**src/rtl/disp_addr_pkg.sv**
```systemverilog
package disp_addr_pkg;
    typedef enum logic [0:0] {
        ST_HORIZ = 1'b0,
        ST_VERT  = 1'b1
    } scan_state_t;
endpackage

```
**src/rtl/disp_addr_mode.sv**
```systemverilog
module disp_addr_mode
    import disp_addr_pkg::*;
(
    input  logic clk,
    input  logic rst_n,
    input  logic cfg_we,
    input  logic cfg_vert,
    input  logic cfg_mirror,
    input  logic cfg_rmw,
    output logic vert,
    output logic mirror,
    output logic rmw
);
    scan_state_t state_q, state_d;

    always_comb begin
        state_d = state_q;
        unique case (state_q)
            ST_HORIZ: if (cfg_we && cfg_vert)  state_d = ST_VERT;   // HORIZ_TO_VERT
            ST_VERT:  if (cfg_we && !cfg_vert) state_d = ST_HORIZ;  // VERT_TO_HORIZ
            default:  state_d = ST_HORIZ;
        endcase
    end

    always_ff @(posedge clk) begin
        if (!rst_n) begin
            state_q <= ST_HORIZ;
            mirror  <= 1'b0;
            rmw     <= 1'b0;
        end else begin
            state_q <= state_d;
            if (cfg_we) begin
                mirror <= cfg_mirror;
                rmw    <= cfg_rmw;
            end
        end
    end

    always_comb begin
        unique case (state_q)
            ST_VERT: vert = 1'b1;
            default: vert = 1'b0;
        endcase
    end

    p_mode_follow_r10: assert property (@(posedge clk) disable iff (!rst_n)
        cfg_we |=> (vert == $past(cfg_vert)) && (rmw == $past(cfg_rmw)));
endmodule

```
**src/rtl/disp_addr_step.sv**
```systemverilog
module disp_addr_step #(
    parameter int XW    = 7,
    parameter int YW    = 4,
    parameter int X_MAX = 101,
    parameter int Y_MAX = 8
) (
    input  logic [XW-1:0] x,
    input  logic [YW-1:0] y,
    input  logic          vert,
    output logic [XW-1:0] nx,
    output logic [YW-1:0] ny
);
    logic x_last, y_last;
    assign x_last = (x == XW'(X_MAX));
    assign y_last = (y == YW'(Y_MAX));

    always_comb begin
        nx = x;
        ny = y;
        if (x_last && y_last) begin
            nx = '0;
            ny = '0;
        end else if (vert) begin
            if (y_last) begin
                ny = '0;
                nx = x + XW'(1);
            end else begin
                ny = y + YW'(1);
            end
        end else begin
            if (x_last) begin
                nx = '0;
                ny = y + YW'(1);
            end else begin
                nx = x + XW'(1);
            end
        end
    end
endmodule

```
**src/rtl/disp_addr_map.sv**
```systemverilog
module disp_addr_map #(
    parameter int XW        = 7,
    parameter int YW        = 4,
    parameter int X_MAX     = 101,
    parameter int Y_MAX     = 8,
    parameter int BANK_W    = 8,
    parameter int LAST_BITS = 1
) (
    input  logic [XW-1:0]     x,
    input  logic [YW-1:0]     y,
    input  logic              mirror,
    output logic [XW-1:0]     col,
    output logic [BANK_W-1:0] mask
);
    localparam logic [BANK_W-1:0] LAST_MASK = ~({BANK_W{1'b1}} >> LAST_BITS);

    assign col  = mirror ? (XW'(X_MAX) - x) : x;
    assign mask = (y == YW'(Y_MAX)) ? LAST_MASK : {BANK_W{1'b1}};

    always_comb begin
        if (x <= XW'(X_MAX)) begin
            p_col_range_r6: assert (col <= XW'(X_MAX));
        end
    end
endmodule

```
**src/rtl/disp_addr_ptr.sv**
```systemverilog
module disp_addr_ptr
    import disp_addr_pkg::*;
#(
    parameter int COLS      = 102,
    parameter int BANKS     = 9,
    parameter int BANK_W    = 8,
    parameter int LAST_BITS = 1
) (
    input  logic                        clk,
    input  logic                        rst_n,
    input  logic                        ld_x,
    input  logic [$clog2(COLS)-1:0]     ld_x_val,
    input  logic                        ld_y,
    input  logic [$clog2(BANKS+1)-1:0]  ld_y_val,
    input  logic                        rd_stb,
    input  logic                        wr_stb,
    input  logic                        cfg_we,
    input  logic                        cfg_vert,
    input  logic                        cfg_mirror,
    input  logic                        cfg_rmw,
    output logic [$clog2(COLS)-1:0]     cur_x,
    output logic [$clog2(BANKS+1)-1:0]  cur_y,
    output logic [$clog2(COLS)-1:0]     phys_col,
    output logic [BANK_W-1:0]           bank_mask,
    output logic                        load_err
);
    localparam int XW    = $clog2(COLS);
    localparam int YW    = $clog2(BANKS + 1);
    localparam int X_MAX = COLS - 1;
    localparam int Y_MAX = BANKS - 1;

    logic          vert, mirror, rmw;
    logic          adv, ld_any, x_over, y_over;
    logic [XW-1:0] nx;
    logic [YW-1:0] ny;

    disp_addr_mode u_mode (
        .clk(clk), .rst_n(rst_n), .cfg_we(cfg_we), .cfg_vert(cfg_vert),
        .cfg_mirror(cfg_mirror), .cfg_rmw(cfg_rmw),
        .vert(vert), .mirror(mirror), .rmw(rmw)
    );

    disp_addr_step #(.XW(XW), .YW(YW), .X_MAX(X_MAX), .Y_MAX(Y_MAX)) u_step (
        .x(cur_x), .y(cur_y), .vert(vert), .nx(nx), .ny(ny)
    );

    disp_addr_map #(.XW(XW), .YW(YW), .X_MAX(X_MAX), .Y_MAX(Y_MAX),
                    .BANK_W(BANK_W), .LAST_BITS(LAST_BITS)) u_map (
        .x(cur_x), .y(cur_y), .mirror(mirror), .col(phys_col), .mask(bank_mask)
    );

    assign ld_any = ld_x || ld_y;
    assign adv    = !ld_any && (wr_stb || (rd_stb && !rmw));
    assign x_over = ld_x && (ld_x_val > XW'(X_MAX));
    assign y_over = ld_y && (ld_y_val > YW'(Y_MAX));

    always_ff @(posedge clk) begin
        if (!rst_n) begin
            cur_x    <= '0;
            cur_y    <= '0;
            load_err <= 1'b0;
        end else begin
            load_err <= x_over || y_over;
            if (ld_x) cur_x <= x_over ? XW'(X_MAX) : ld_x_val;
            if (ld_y) cur_y <= y_over ? YW'(Y_MAX) : ld_y_val;
            if (adv) begin
                cur_x <= nx;
                cur_y <= ny;
            end
        end
    end

    p_in_range_r8: assert property (@(posedge clk) disable iff (!rst_n)
        (cur_x <= XW'(X_MAX)) && (cur_y <= YW'(Y_MAX)));

    p_horiz_step_r2: assert property (@(posedge clk) disable iff (!rst_n)
        (wr_stb && !ld_any && !vert && cur_x != XW'(X_MAX))
        |=> (cur_x == $past(cur_x) + XW'(1)) && $stable(cur_y));

    p_vert_step_r3: assert property (@(posedge clk) disable iff (!rst_n)
        (wr_stb && !ld_any && vert && cur_y != YW'(Y_MAX))
        |=> (cur_y == $past(cur_y) + YW'(1)) && $stable(cur_x));

    p_last_wrap_r4: assert property (@(posedge clk) disable iff (!rst_n)
        (wr_stb && !ld_any && cur_x == XW'(X_MAX) && cur_y == YW'(Y_MAX))
        |=> (cur_x == '0) && (cur_y == '0));

    p_rmw_read_hold_r5: assert property (@(posedge clk) disable iff (!rst_n)
        (rd_stb && !wr_stb && rmw && !ld_any && !cfg_we)
        |=> $stable(cur_x) && $stable(cur_y));

    p_load_wins_r9: assert property (@(posedge clk) disable iff (!rst_n)
        (ld_x && !ld_y && (wr_stb || rd_stb)) |=> $stable(cur_y));

    p_clamp_flag_r8: assert property (@(posedge clk) disable iff (!rst_n)
        (ld_x && ld_x_val > XW'(X_MAX)) |=> load_err && (cur_x == XW'(X_MAX)));
endmodule

```
**config.mk**
```make
export PLATFORM = sky130hd
export DESIGN_NAME = disp_addr_ptr
export DESIGN_NICKNAME = d
export VERILOG_FILES = /design/src/rtl/disp_addr_pkg.sv /design/src/rtl/disp_addr_mode.sv /design/src/rtl/disp_addr_step.sv /design/src/rtl/disp_addr_map.sv /design/src/rtl/disp_addr_ptr.sv
export SDC_FILE = /design/constraint.sdc
export NUM_CORES = 1
export LEC_CHECK = 0
export BUFFER_PORTS_ARGS = -buffer_cell sky130_fd_sc_hd__buf_2
export CAP_MARGIN = 20
export CORE_MARGIN = 2
export CORE_UTILIZATION = 45
export DETAILED_ROUTE_END_ITERATION = 10
export MAX_ROUTING_LAYER = met4
export PLACE_DENSITY = 0.84
export SETUP_SLACK_MARGIN = 0.5
export SYNTH_ARGS = -nofsm -noshare
export SYNTH_HDL_FRONTEND = slang
export SYNTH_SLANG_ARGS = --single-unit
```
**constraint.sdc**
```tcl
create_clock -name clk -period 1.8 [get_ports clk]
set_input_delay 0.36 -clock clk [delete_from_list [all_inputs] [get_ports clk]]
set_output_delay 0.36 -clock clk [all_outputs]
set_load 0.01 [all_outputs]
```
# Yosys cells after proc, flatten, opt, wreduce, memory -nomap -nowiden
# Cells that the tools add are included.
[totals]
out_inout_bits = 27
input_bits = 21
wordCells = 53
register_bits = 15
[classes]
bitwise = 1
magnitude_cmp = 2
reduce_logical = 17
n_mux = 20
add_sub_neg = 3
n_eq_ne = 4
[ops]
columns = ["cell", "count"]
rows = [
  ["2-to-1 mux 7 bit", 9],
  ["2-to-1 mux 4 bit", 7],
  ["adder 7 x 1 -> 7 bit (second input constant)", 1],
  ["equality test 7 bit (second input constant)", 1],
  ["> comparator 7 bit (second input constant)", 1],
  ["logical AND 1 bit", 7],
  ["subtractor 7 bit (first input constant)", 1],
  ["adder 4 x 1 -> 4 bit (second input constant)", 1],
  ["equality test 4 bit (second input constant)", 1],
  ["> comparator 4 bit (second input constant)", 1],
  ["inequality test 4 x 1 -> 1 bit (second input constant)", 1],
  ["inequality test 4 x 2 -> 1 bit (second input constant)", 1],
  ["AND reduction 2 bit", 2],
  ["nonzero test 2 bit", 2],
  ["zero test 1 bit", 3],
  ["logical OR 1 bit", 3],
  ["2-to-1 mux 1 bit", 3],
  ["one-hot mux 1 bit (2 select lines)", 1],
  ["inverter 1 bit", 1],
]

# Logic depth before layout (Yosys ltp)
[logic_depth]
word_depth = 6
ltp_mapped = 7
depth_no_buf = 7

# By module
# A second synthesis with hierarchy kept.
[hier_totals]
hier_cells = 166
area_unflattened_um2 = 1381.3
[by_module_without_submodules]
columns = ["module", "cells_each", "area_each_um2", "seq_area_each_um2", "n_inst"]
rows = [
  ["disp_addr_ptr", 76, 658.1, 240.2, 1],
  ["disp_addr_step", 56, 415.4, 0.0, 1],
  ["disp_addr_map", 25, 198.9, 0.0, 1],
  ["disp_addr_mode", 9, 108.9, 60.1, 1],
]

# Worst setup path after synthesis
# No wires, ideal clock.
[synth_timing]
path_type = "register to register"
start = "reg cur_y[0]"
end = "reg cur_x[1]"
setup_ns = 0.096
path_buffers = 0
t_required_ns = 1.704
t_arrival_ns = 1.597
path_slack_ns = 0.107
period_less_slack_ns = 1.693
path_stages_with_launch = 8
path_cell_list = "dfxtp_1 > inv_1 > ha_1 > and3b_2 > inv_4 > a221oi_4 > nor2_1 > a221oi_1"
[synth_between]
elab_chain_cells = 4
word_cells_on_any_way = 6
cone_classes = "eq/ne (2); mux (2); reduce/logical (2)"
[synth_lines]
columns = ["item", "line_no", "source"]
rows = [
  ["from (decl)", "disp_addr_ptr.sv:22", "output logic [$clog2(BANKS+1)-1:0] cur_y,"],
  ["from (signal assigned)", "disp_addr_ptr.sv:65", "if (ld_y) cur_y <= y_over ? YW'(Y_MAX) : ld_y_val;"],
  ["from (signal assigned)", "disp_addr_ptr.sv:68", "cur_y <= ny;"],
  ["equality test 4 bit (*)", "disp_addr_step.sv:15", "assign y_last = (y == YW'(Y_MAX));"],
  ["logical AND 1 bit", "disp_addr_step.sv:20", "if (x_last && y_last) begin"],
  ["inequality test 4 x 2 -> 1 bit (no source line) / 2-to-1 mux 7 bit (equally long branches)", "n/a", ""],
  ["AND reduction 2 bit (no source line) / 2-to-1 mux 7 bit (equally long branches)", "n/a", ""],
  ["to (signal assigned)", "disp_addr_ptr.sv:64", "if (ld_x) cur_x <= x_over ? XW'(X_MAX) : ld_x_val;"],
  ["to (signal assigned)", "disp_addr_ptr.sv:67", "cur_x <= nx;"],
  ["to (decl)", "disp_addr_ptr.sv:21", "output logic [$clog2(COLS)-1:0] cur_x,"],
]
# Every way passes the cells marked *; elsewhere a longest branch is shown, timed or not.
# A chain may end at the register's enable or synchronous reset.

# Final worst setup path
[layout_timing]
start = "reg cur_y[0]"
end = "reg cur_x[6]"
# Same word-level chain as after synthesis.

==> impl_metrics.json <==
{
  "synth_area_leaders": "dfxtp_1 24%, ha_1 6.1%, buf_4 4.9%",
  "seqPwrFrac_pct": 36.7,
  "vias_per_cell": 6.28,
  "post-route-period-util_pct": 103,
  "worstReg2RegStart": "cur_y[0]$_SDFFE_PN0P_",
  "start_util_pct": 48.5,
  "clock_latency_ps": 290,
  "setup_tns_ps": -156,
  "top_layer": "met4",
  "die_x_um": 56.4,
  "totalPowerFinal_mw": 1.07,
  "clock_sinks": 15,
  "cts_hold_buf": 0,
  "crit_chain": "inv_2 -> ha_1 -> and3b_2 -> clkinvlp_4 -> a221oi_2 -> buf_4 -> o2bb2ai_1 -> a221oi_1",
  "io_pins": 48,
  "crit_slowest_cell": "dfxtp_4",
  "wl_mm": 4.72,
  "cts_buffer_depth": 2,
  "root_buffer": "clkbuf_4",
  "synth_edf_count": 0,
  "detailroute.via_count": 1526,
  "final_hold_viol_count": 0,
  "drc": 0,
  "cts-htree-levels": 1,
  "path_buf_inv": 3,
  "pwr-share-clk_pct": 19.4,
  "synth-warning-count": 0,
  "max_freq_mhz": 539,
  "drv_cap": 0,
  "p_leak_nw": 0.872,
  "drt-met1-wl_mm": 1.78,
  "rows": 18,
  "path_max_fanout": 7,
  "r2r-end": "cur_x[6]$_SDFFE_PN0P_",
  "final_nets": 241,
  "r2r_slack_ps": -60,
  "crit_cells": 8,
  "grt_pass1_wl_mm": 6.86,
  "grt_pass1_vias": 1420,
  "die_area_mm2": 0.00318,
  "slowest_delay_ps": 360,
  "grtUsageTotal_pct": 27.9,
  "drive_gt1_share_pct": 58.7,
  "syn-cell-area_mm2": 0.00123,
  "n_antenna_cell": 0,
  "ys.flop_type": "dfxtp_1",
  "fp.coreArea_mm2": 0.00254,
  "fillCellCount": 177,
  "numCtsBuffers": 3,
  "critPathTopFamily": "compound AO/OA/AOI/OAI gates",
  "ir_drop_mv": 0.579,
  "cts_tree": "done",
  "synth_top_area_cell": "dfxtp_1",
  "startpoint_type": "flip-flop",
  "crit_end": "cur_x[6]$_SDFFE_PN0P_",
  "clk_pin_slew_ps": 100,
  "min_period_ps": 1860,
  "async_flop_share_pct": 0,
  "syn-num-nets": 176,
  "dieHeight_um": 56.4,
  "p_int_uw": 672,
  "syn_inst": 149,
  "avgSynthCellArea_um2": 8.28,
  "synth_common_cells": "15 x dfxtp_1, 9 x inv_1, 8 x buf_4, 8 x nand2_1, 7 x nor2_1",
  "globalplace.congestion": 0.914,
  "reg2regPathDepth": 8,
  "fin_skew_ps": 8.46,
  "crit_start": "cur_y[0]$_SDFFE_PN0P_",
  "antenna_found_initial": 0,
  "route.met3.wl_um": 360,
  "p_comb_share_pct": 43.9,
  "critPathRequiredTime_ps": 1970,
  "yosysMostFrequentCell": "dfxtp_1",
  "crit_path_end_kind": "flip-flop",
  "worstHoldStart": "cfg_vert",
  "wl_met2_mm": 2.40,
  "violations": "negative setup slack",
  "criticalPathCategory": "reg -> reg",
  "syn_to_final_growth_pct": 59.4,
  "drtAntennaViolNets": 0,
  "io_buffers": 46,
  "rsz0062_at_grt": "yes",
  "p_per_area_mw_per_mm2": 543,
  "cp.arrival_ps": 2030,
  "slew_violations": 0,
  "yosys_register_bits": 15,
  "post_synth_num_cell_types": 51,
  "dp_hpwl_mm": 2.62,
  "grt_overflow": 0,
  "hold_path.class": "in -> reg",
  "wl_per_cell_um": 19.4,
  "setup_viol": 4,
  "ys_seq_area_share_pct": 24.3,
  "grt_max_degree": 12,
  "outcome": "complete, but fails checks",
  "switching_share_pct": 37.1,
  "switchingPower_uw": 396,
  "dr.pass1.iters": 5,
  "place_ws_ps": 0.312,
  "drtIter0Drc": 89,
  "synth_top_area_share_pct": 24.3,
  "setup_ws_ps": -56.1
}
[sequential cells by signal, indices dropped and copies added, names as in the netlist, named ones only]
signal and cells:
cur_x 7, cur_y 4, load_err 1, u_mode.mirror 1, u_mode.rmw 1
[cells in the final DEF (no fill, tap or decap), types with 4 or more instances in the layout]
master	netlist	routed
a21oi_1	5	4
inv_1	9	6
dfxtp_4	0	6
buf_2	3	36
a221oi_2	1	4
nand2_1	8	6
buf_4	8	21
nor2_1	7	6
dfxtp_1	15	7
ha_1	6	4
buf_6	0	18
mux2i_1	4	4
nand3_1	6	6
[cells by family (layout without fill, tap and decap cells)]
group,after synthesis,after routing,synth area share [%]
adder cells (fa/ha/maj),6,6,6.09
buffers and inverters,27,91,11.3
other,1,1,0.304
XOR/XNOR,7,7,4.97
multiplexers,4,4,3.25
flip-flops,15,15,24.3
AND/OR/NAND/NOR,38,38,16.2
AO/OA/AOI/OAI,51,51,33.6
[per-layer routing]
metal  vias to the layer above  GRT usage, %
li1                        677             -
met4                         0          7.14
met1                       718          33.2
met2                       109          50.3
met3                        22          2.76
met5                         -             -
[worst min path at each step]
| stage | endpoint | slack [ps] | cells past startpoint |
|---|---|---|---|
| 6_report | flip-flop | 300 | 3 |
| 5_1_grt | u_mode.mirror$_SDFFE_PN0P_ | 360 | 3 |
| 4_1_cts | flip-flop | 310 | 3 |
| 3_5_place_dp | u_mode.rmw$_SDFFE_PN0P_ | 480 | 2 |
| 3_3_place_gp | u_mode.rmw$_SDFFE_PN0P_ | 470 | 2 |
| 2_1_floorplan | u_mode.rmw$_SDFFE_PN0P_ | 450 | 2 |
[metrics by stage]
| step | area, um^2 | instances | hold WS (ps) | util, % |
|---|---|---|---|---|
| floorplan | 1270 | 149 | 451 | - |
| global placement | 1490 | 217 | 469 | 58.7 |
| detailed placement | 1490 | 217 | 477 | 58.7 |
| CTS | 1780 | 237 | 307 | 69.9 |
| global route | 1970 | 243 | 357 | 77.3 |
| finish | 1970 | 243 | 301 | 77.3 |
[what timing repair did]
item / CTS / global route
pin swaps: 9 / 10
setup endpoints to repair: 25 / 31
buffers inserted: 15 / 6
gates cloned: 1 / 0
gates resized for setup: 30 / 29
[power by group through the flow]
stage	clock network, mW	logic (mW)	registers, mW
6_report	0.207	0.469	0.392
5_1_grt	0.220	0.496	0.396
4_1_cts	0.201	0.393	0.388
3_5_place_dp	0	0.303	0.401
3_3_place_gp	0	0.293	0.398
2_1_floorplan	0	0.198	0.404
[final cells by class]
class | instances | area (um^2) | area share, %
tap | 30 | 37.5 | 1.91
sequential | 15 | 325 | 16.5
clock buffer | 4 | 26.3 | 1.34
timing repair buffer | 75 | 541 | 27.5
inverter | 11 | 46.3 | 2.35
timing repair inverter | 1 | 7.51 | 0.382
multi-input combinational | 107 | 983 | 50.0
[tightest hold or removal path, stage by stage]
cell and delay (ps):
buf_2 80, mux2i_1 60, nor2_1 70
Note: power is estimated with default switching activity, not from simulation.
